$ cat src/rtl/pdsb_pkg.sv
// Package: shared status record for the PD port sideband sequencer.
// Assumes: every field is a slow level signal that may be asynchronous.
package pdsb_pkg;

    typedef struct packed {
        logic contract;   // contract in place
        logic sink;       // 1 = sink role
        logic dflt;       // default 5 V / 0 A contract
        logic range;      // VBUS within contract window
        logic insert_n;   // plug insertion, active low
        logic pd_det_n;   // PD plug detect, active low
        logic hub_en;     // hub power request
        logic present;    // any VBUS present
        logic valid;      // VBUS in valid band
        logic xfer;       // transition or swap in progress
    } status_t;

    localparam int STATUS_W = $bits(status_t);

    // Idle value: active-low inputs read as deasserted
    localparam status_t STATUS_IDLE = '{insert_n: 1'b1, pd_det_n: 1'b1, default: 1'b0};

endpackage

$ cat src/rtl/pdsb_sync.sv
// Module: pdsb_sync
// Two-flop synchroniser for a vector of independent level inputs.
// Assumes: each bit is a slow level; no bus coherency across bits is needed.
module pdsb_sync #(
    parameter int               W       = 1,
    parameter logic [W-1:0]     RST_VAL = '0
) (
    input  logic         clk,
    input  logic         rst_n,
    input  logic [W-1:0] d_i,
    output logic [W-1:0] q_o
);
    logic [W-1:0] meta_q;
    logic [W-1:0] stab_q;

    // Capture then re-register each input bit
    always_ff @(posedge clk) begin
        if (!rst_n) begin
            meta_q <= RST_VAL;
            stab_q <= RST_VAL;
        end else begin
            meta_q <= d_i;
            stab_q <= meta_q;
        end
    end

    assign q_o = stab_q;
endmodule

$ cat src/rtl/pdsb_probe.sv
// Module: pdsb_probe
// Slow timebase and periodic dead-battery probe pulse generator.
// A prescaler makes one tick per TICK_DIV clocks; a tick counter spans
// PERIOD_TICKS; the probe is high for the last PULSE_TICKS ticks of each period.
// Assumes: absent_i is already synchronous; counters restart when VBUS returns.
module pdsb_probe #(
    parameter int TICK_DIV     = 125000,
    parameter int PERIOD_TICKS = 10000,
    parameter int PULSE_TICKS  = 100
) (
    input  logic clk,
    input  logic rst_n,
    input  logic absent_i,
    output logic probe_o
);
    localparam int DIV_W     = (TICK_DIV > 1) ? $clog2(TICK_DIV) : 1;
    localparam int PER_W     = (PERIOD_TICKS > 1) ? $clog2(PERIOD_TICKS) : 1;
    localparam int PULSE_CYC = PULSE_TICKS * TICK_DIV;
    localparam logic [DIV_W-1:0] DIV_LAST    = DIV_W'(TICK_DIV - 1);
    localparam logic [PER_W-1:0] PER_LAST    = PER_W'(PERIOD_TICKS - 1);
    localparam logic [PER_W-1:0] PULSE_START = PER_W'(PERIOD_TICKS - PULSE_TICKS);

    logic [DIV_W-1:0] div_q;
    logic [PER_W-1:0] per_q;
    logic             tick;
    logic             probe_q;

    assign tick = (div_q == DIV_LAST);

    // Prescaler: free-runs only while VBUS is absent
    always_ff @(posedge clk) begin
        if (!rst_n || !absent_i) begin
            div_q <= '0;
        end else if (tick) begin
            div_q <= '0;
        end else begin
            div_q <= div_q + 1'b1;
        end
    end

    // Period counter: advances once per tick, wraps at the period end
    always_ff @(posedge clk) begin
        if (!rst_n || !absent_i) begin
            per_q <= '0;
        end else if (tick) begin
            per_q <= (per_q == PER_LAST) ? '0 : per_q + 1'b1;
        end
    end

    // Probe output: high in the closing window of each period
    always_ff @(posedge clk) begin
        if (!rst_n) begin
            probe_q <= 1'b0;
        end else begin
            probe_q <= absent_i && (per_q >= PULSE_START);
        end
    end

    assign probe_o = probe_q;

    // Checker state: length of the current high run
    int unsigned hi_run_q;
    always_ff @(posedge clk) begin
        if (!rst_n) begin
            hi_run_q <= 0;
        end else begin
            hi_run_q <= probe_q ? hi_run_q + 1 : 0;
        end
    end

    AST_PROBE_WIDTH: assert property (@(posedge clk) disable iff (!rst_n)
        probe_q |-> (hi_run_q < PULSE_CYC));
    AST_PROBE_QUIET: assert property (@(posedge clk) disable iff (!rst_n)
        !absent_i |=> !probe_q);
endmodule

$ cat src/rtl/pdsb_port_ctrl.sv
// Module: pdsb_port_ctrl
// Registered port-level outputs built from the synchronised status record:
// port enable with insertion and hub gating, sink power-good, charger
// emulation enable and VBUS keepalive.
// Assumes: st_i is synchronous; the hub-off memory is set only on a hub fall.
module pdsb_port_ctrl
    import pdsb_pkg::*;
#(
    parameter bit COLD_SOCKET = 1'b1
) (
    input  logic    clk,
    input  logic    rst_n,
    input  status_t st_i,
    output logic    port_en_o,
    output logic    pwr_good_o,
    output logic    chg_emu_o,
    output logic    keepalive_o
);
    logic hub_prev_q;
    logic hub_off_q;
    logic port_en_q;
    logic pwr_good_q;
    logic chg_emu_q;
    logic keep_q;
    logic plug_seen;
    logic sink_held;
    logic hub_fell;
    logic insert_ok;

    assign plug_seen = !st_i.insert_n || !st_i.pd_det_n;
    assign sink_held = st_i.contract && st_i.sink;
    assign hub_fell  = hub_prev_q && !st_i.hub_en;

    // Insertion gating is applied only when cold-socket mode is built in
    generate
        if (COLD_SOCKET) begin : g_cold
            assign insert_ok = !st_i.insert_n;
        end else begin : g_warm
            assign insert_ok = 1'b1;
        end
    endgenerate

    // Remember the previous hub request to find its falling edge
    always_ff @(posedge clk) begin
        if (!rst_n) begin
            hub_prev_q <= 1'b0;
        end else begin
            hub_prev_q <= st_i.hub_en;
        end
    end

    // Hub-off memory: set on a qualified fall, cleared by hub high
    always_ff @(posedge clk) begin
        if (!rst_n) begin
            hub_off_q <= 1'b0;
        end else if (st_i.hub_en) begin
            hub_off_q <= 1'b0;
        end else if (hub_fell && !sink_held && (plug_seen || !COLD_SOCKET)) begin
            hub_off_q <= 1'b1;
        end
    end

    // Output registers for the port-level controls
    always_ff @(posedge clk) begin
        if (!rst_n) begin
            port_en_q  <= 1'b0;
            pwr_good_q <= 1'b0;
            chg_emu_q  <= 1'b0;
            keep_q     <= 1'b0;
        end else begin
            port_en_q  <= insert_ok && !hub_off_q;
            pwr_good_q <= sink_held && !st_i.dflt && st_i.range;
            chg_emu_q  <= !st_i.contract && st_i.valid;
            keep_q     <= st_i.valid || st_i.xfer;
        end
    end

    assign port_en_o   = port_en_q;
    assign pwr_good_o  = pwr_good_q;
    assign chg_emu_o   = chg_emu_q;
    assign keepalive_o = keep_q;

    AST_RESET_QUIET: assert property (@(posedge clk)
        !rst_n |=> !(port_en_q || pwr_good_q || chg_emu_q || keep_q));
    AST_PG_RANGE: assert property (@(posedge clk) disable iff (!rst_n)
        !st_i.range |=> !pwr_good_q);
    AST_PG_CHG_EXCL: assert property (@(posedge clk) disable iff (!rst_n)
        !(pwr_good_q && chg_emu_q));
    AST_COLD_GATE: assert property (@(posedge clk) disable iff (!rst_n)
        (COLD_SOCKET && st_i.insert_n) |=> !port_en_q);
    AST_HUB_OFF: assert property (@(posedge clk) disable iff (!rst_n)
        hub_off_q |=> !port_en_q);
    AST_KEEP_XFER: assert property (@(posedge clk) disable iff (!rst_n)
        st_i.xfer |=> keep_q);
endmodule

$ cat src/rtl/pd_port_sideband.sv
// Module: pd_port_sideband
// Top of the USB PD port sideband sequencer: synchronises the status
// levels, then drives port-level controls and the dead-battery probe.
// Assumes: all status inputs are asynchronous levels; reset is synchronous.
module pd_port_sideband
    import pdsb_pkg::*;
#(
    parameter bit COLD_SOCKET  = 1'b1,
    parameter int TICK_DIV     = 125000,
    parameter int PERIOD_TICKS = 10000,
    parameter int PULSE_TICKS  = 100
) (
    input  logic clk,
    input  logic rst_n,
    input  logic contract_i,
    input  logic sink_i,
    input  logic default_i,
    input  logic vbus_range_i,
    input  logic insert_n_i,
    input  logic pd_det_n_i,
    input  logic hub_en_i,
    input  logic vbus_present_i,
    input  logic vbus_valid_i,
    input  logic xfer_busy_i,
    output logic port_en_o,
    output logic pwr_good_o,
    output logic chg_emu_o,
    output logic keepalive_o,
    output logic db_probe_o
);
    status_t raw_st;
    status_t sync_st;
    logic [STATUS_W-1:0] sync_bits;

    // Gather the raw levels into one record
    always_comb begin
        raw_st.contract = contract_i;
        raw_st.sink     = sink_i;
        raw_st.dflt     = default_i;
        raw_st.range    = vbus_range_i;
        raw_st.insert_n = insert_n_i;
        raw_st.pd_det_n = pd_det_n_i;
        raw_st.hub_en   = hub_en_i;
        raw_st.present  = vbus_present_i;
        raw_st.valid    = vbus_valid_i;
        raw_st.xfer     = xfer_busy_i;
    end

    pdsb_sync #(
        .W       (STATUS_W),
        .RST_VAL (STATUS_IDLE)
    ) u_sync (
        .clk   (clk),
        .rst_n (rst_n),
        .d_i   (raw_st),
        .q_o   (sync_bits)
    );

    assign sync_st = status_t'(sync_bits);

    pdsb_port_ctrl #(
        .COLD_SOCKET (COLD_SOCKET)
    ) u_ctrl (
        .clk         (clk),
        .rst_n       (rst_n),
        .st_i        (sync_st),
        .port_en_o   (port_en_o),
        .pwr_good_o  (pwr_good_o),
        .chg_emu_o   (chg_emu_o),
        .keepalive_o (keepalive_o)
    );

    pdsb_probe #(
        .TICK_DIV     (TICK_DIV),
        .PERIOD_TICKS (PERIOD_TICKS),
        .PULSE_TICKS  (PULSE_TICKS)
    ) u_probe (
        .clk      (clk),
        .rst_n    (rst_n),
        .absent_i (!sync_st.present),
        .probe_o  (db_probe_o)
    );
endmodule

$ cat config.mk
export PLATFORM = sky130hd
export DESIGN_NAME = pd_port_sideband
export DESIGN_NICKNAME = d
export VERILOG_FILES = /design/src/rtl/pdsb_pkg.sv /design/src/rtl/pdsb_sync.sv /design/src/rtl/pdsb_probe.sv /design/src/rtl/pdsb_port_ctrl.sv /design/src/rtl/pd_port_sideband.sv
export SDC_FILE = /design/constraint.sdc
export NUM_CORES = 1
export LEC_CHECK = 0
export CORE_MARGIN = 2
export CORE_UTILIZATION = 55
export CTS_CLUSTER_DIAMETER = 40
export DETAILED_ROUTE_END_ITERATION = 16
export DONT_BUFFER_PORTS = 1
export GPL_TIMING_DRIVEN = 0
export PLACE_DENSITY = 0.8
export SLEW_MARGIN = 20
export SYNTH_ARGS = -nofsm -noshare
export SYNTH_HDL_FRONTEND = slang
export SYNTH_SLANG_ARGS = --single-unit
export TNS_END_PERCENT = 20
$ cat constraint.sdc
create_clock -name clk -period 3.4 [get_ports clk]
set_input_delay 0.17 -clock clk [delete_from_list [all_inputs] [get_ports clk]]
set_output_delay 0.17 -clock clk [all_outputs]
set_load 0.02 [all_outputs]
After elaboration in Yosys (flattened, before gate mapping):

Cells that the tools add are included.

* bits of input ports: 12
* register bits: 58
* output and inout bits: 5
* logic and storage cells: 41

* mux-type cells: 1
* bitwise logic cells: 1
* equal/unequal tests: 2
* add/subtract/negate cells: 2
* reduce and logical (&&, ||, !) cells: 23
* $lt $le $gt $ge: 1

Operator list (number)
* adder 17 x 1 -> 17 bit (second input constant): 1
* equality test 17 bit (second input constant): 1
* adder 14 x 1 -> 14 bit (second input constant): 1
* equality test 14 bit (second input constant): 1
* >= comparator 14 bit (second input constant): 1
* two-way mux 14 bit: 1
* logical AND 1 bit: 9
* zero test 1 bit: 9
* OR reduction 2 bit: 2
* logical OR 1 bit: 3
* NOT 1 bit: 1

Depth between registers and ports, before layout:

* word-level depth: 4
* depth in mapped cells: 7
* depth with buffers taken out: 5

Modules after synthesis:

Synthesis repeated with hierarchy kept, for this count alone.

* cell total of the unflattened synthesis: 229
* area, all modules: 2277.2 um2

Modules (own cells, without submodules)
* pdsb_probe: seq. area each 640.6 um2, cells an instance 170, instances 1, area each 1546.5 um2
* pdsb_sync: seq. area each 400.4 um2, cells an instance 42, instances 1, area each 538.0 um2
* pdsb_port_ctrl: seq. area each 120.1 um2, cells an instance 16, instances 1, area each 188.9 um2
* pd_port_sideband: seq. area each 0.0 um2, cells an instance 1, instances 1, area each 3.8 um2

Worst setup path before layout:

No wires, ideal clock.

* path kind: register to register
* start point: register u_probe.div_q[0]
* end point: register u_probe.per_q[11]
* path slack: 1691 ps
* data required time: 3330 ps
* path buffers: 1
* cell stages (with the launch flop): 7
* library setup time: 70 ps
* clock period less this slack: 1709 ps
* arrival: 1639 ps
* cell sequence: dfxtp_1 ha_1 and4bb_2 nand4_1 buf_2 or4_1 a21oi_1

* word-level cells in the longest chain between the ends: 1

RTL lines
* from (decl): line pdsb_probe.sv:23 `logic [DIV_W-1:0] div_q;`
* from (signal assigned): line pdsb_probe.sv:37 `div_q <= div_q + 1'b1;`
* equality test 17 bit: line pdsb_probe.sv:28 `assign tick = (div_q == DIV_LAST);`
* to (signal assigned): line pdsb_probe.sv:46 `per_q <= (per_q == PER_LAST) ? '0 : per_q + 1'b1;`
* to (decl): line pdsb_probe.sv:24 `logic [PER_W-1:0] per_q;`

No other way between the ends.
A chain may end at the register's enable or synchronous reset.

Final worst setup path:

* start point: register u_probe.div_q[0]
* end point: register u_probe.per_q[1]

Same word-level chain as after synthesis.

==> out/results.ini <==
[worst_hold_path]
min_path_cells=1
min_to=u_ctrl.chg_emu_o
hp-class=input pin to flip-flop
worstHoldStart=rst_n

[finish]
most-common-layout-cells=dfxtp_1 (58), a21oi_1 (20), and2_1 (18), nand2_1 (15), nor2_1 (14)
nNetsFinal=276
diodes=0
fin_area_mm2=0.00265
areaGrowthSynthToFinish_pct=17.2
drive_gt1_share_pct=8.30
final_common_cell=dfxtp_1
multi_input_area_mm2=0.00104
ff_latch_area_mm2=0.00116
fillers=319

[logic_synthesis]
syn-num-nets=254
ys_ff_latch=58
netlist_instances=239
ys_seq_area_share_pct=51.4
ys_async_sr_fraction_pct=0
yosys_warnings=0
synth_enable_flop_cells=0
syn-cell-area_mm2=0.00226
synth_ff_type=dfxtp_1
ys_types=35
syn_area_per_cell_um2=9.46

[floorplanning]
dieWidth_um=68.1
dieArea_mm2=0.00464
io_pins=17
rows=23
die_height_um=68.1
start_util_pct=56.9
core-area_mm2=0.00397

[sta]
final.setup.tns_ns=0
fin_crit_ns=1.97
setup_viol=0
fin_crit_sh_pct=58.1
tightest_slew_ns=0.475
fmax_ghz=0.506
drv_slew=0
relSlewSlack_pct=68.3
hold_ws_ns=0.0151
hold_violations=0
rsz0062_at_grt=no
clock_skew_ns=0.00718

[power]
vdd_ir_drop_max_mv=0.559
finalPower_mw=1.43
p_per_area_mw_per_mm2=539
p_leak_nw=0.939

[drt]
ant_nets=0
via_per_inst=5.58
wl_per_cell_um=13.4
firstDrtPassIters=4
routed-via-count=1759
drt_wl_total_um=4210
drc=0
drt_iter0_drc=78

[cts]
cts_tree=built
root_buffer=clkbuf_8
clkLatencyLatePin_ns=0.33
ctsLongestPathBuffers=2
clk_pin_slew_ns=0.06
cts_max_level=3
cts.sinks=58
cts_resized=0
numCtsBuffers=9

[setup_path]
cp.required_ns=3.62
rr_worst_depth=7
rr_endpoint=u_probe.per_q[1]
reg2reg_from=u_probe.div_q[0]
r2r_setup_slack_ns=1.43
start_kind=flip-flop
cp.arrival_ns=2.19
crit_fanout=10
end_kind=flip-flop
path_class=flip-flop to flip-flop

[placed_design]
gp_congestion=0.844
dpl_cell_area_mm2=0.00232
dpl.hpwl_um=2650
portBuffers=0

[status]
status=finished, final reports clean

[grt]
grt_pass1_wl_um=7180
antenna_found_initial=0
grt_pass1_vias=1625
grt_usage_pct=21.3
grt_overflow=0
grt_max_degree=11

[run]
max_cap_violations=0

kinds of logic after synthesis:
group | Yosys count | share of synthesized area, %
AO/OA/AOI/OAI | 43 | 11.5
XOR/XNOR | 10 | 3.87
adder cells (fa/ha/maj) | 3 | 1.66
buffers and inverters | 15 | 2.71
flip-flops | 58 | 51.4
multiplexers | 1 | 0.443
AND/OR/NAND/NOR | 109 | 28.5
sequential cells by signal, indices dropped and copies added, names as in the netlist:
name                flops
u_sync.meta_q          10
u_sync.q_o             10
u_ctrl.keepalive_o      1
u_ctrl.port_en_o        1
u_probe.probe_o         1
u_ctrl.pwr_good_o       1
u_ctrl.chg_emu_o        1
u_probe.per_q          14
u_probe.div_q          17
u_ctrl.hub_off_q        1
u_ctrl.hub_prev_q       1
layer usage:
layer | vias to the layer above | wire, um | track usage [%]
met5 | - | 0 | 0
met4 | 0 | 79 | 12.3
met3 | 8 | 171 | 5.92
met2 | 34 | 2090 | 35.0
met1 | 813 | 1870 | 24.9
li1 | 904 | - | -
cells in the mapped netlist (2+ instances only):
master,instances,share of area [%]
and4_1,3,1.2
or4b_1,2,0.89
xor2_1,7,2.7
dfxtp_1,58,51
and2_1,18,5.0
nor2_1,14,2.3
buf_2,4,0.89
nand2_1,15,2.5
and3_1,6,1.7
nand2b_1,5,1.4
a21oi_1,20,4.4
nor3_1,3,0.66
clkbuf_1,3,0.50
nor3b_1,2,0.66
inv_1,7,1.2
nand3_1,8,1.8
or3_1,8,2.2
o31ai_1,8,2.7
ha_1,3,1.7
or4_1,10,3.3
nand4_1,9,2.5
o21ai_0,11,2.4
xnor2_1,3,1.2
stage by stage:
stage                     std cells  worst slack, ns  utilization, %
after floorplan                 239             1.69               -
after global placement          289             1.45            58.5
after detailed placement        289             1.44            58.5
after CTS                       315             1.42            66.7
after global routing            315             1.23            66.7
final                           315             1.43            66.7
repair_timing:
| item | CTS | global route |
|---|---|---|
| hold buffers | 11 | 0 |
| hold endpoints to repair | 13 | 0 |
| setup buffers | 0 | 0 |
where the power goes:
group | internal, mW | total [mW] | switching [mW]
sequential | 0.695 | 0.702 | 0.00719
combinational | 0.0205 | 0.0400 | 0.0195
clock | 0.427 | 0.687 | 0.260
total | 1.14 | 1.43 | 0.287
critical path: stages (launching register included):
cell and delay (ns):
dfxtp_1 0.32, ha_1 0.27, and4bb_2 0.25, nand4_1 0.08, buf_2 0.23, buf_1 0.40
mux2i_1 0.26, nor2_1 0.05
area by class of cell:
| class | count | share of cell area [%] |
|---|---|---|
| clock buffer | 10 | 5.19 |
| timing repair buffer | 11 | 4.15 |
| sequential | 58 | 43.8 |
| multi-input combinational | 166 | 39.2 |
| inverter | 7 | 0.992 |
| tap | 50 | 2.36 |
| clock inverter | 5 | 2.97 |
| buffer | 8 | 1.32 |
worst max path at each step:
| stage | from | end | slack [ns] |
|---|---|---|---|
| after floorplan | u_probe.div_q[0] | u_probe.per_q[11] | 1.69 |
| after global placement | u_probe.div_q[0] | u_probe.div_q[13] | 1.45 |
| after detailed placement | u_probe.div_q[0] | u_probe.per_q[1] | 1.44 |
| after CTS | u_probe.div_q[0] | u_probe.div_q[13] | 1.42 |
| after global routing | u_probe.div_q[0] | u_probe.per_q[12] | 1.23 |
| final | u_probe.div_q[0] | u_probe.per_q[1] | 1.43 |
No activity file was read; power rests on OpenSTA's default activity.
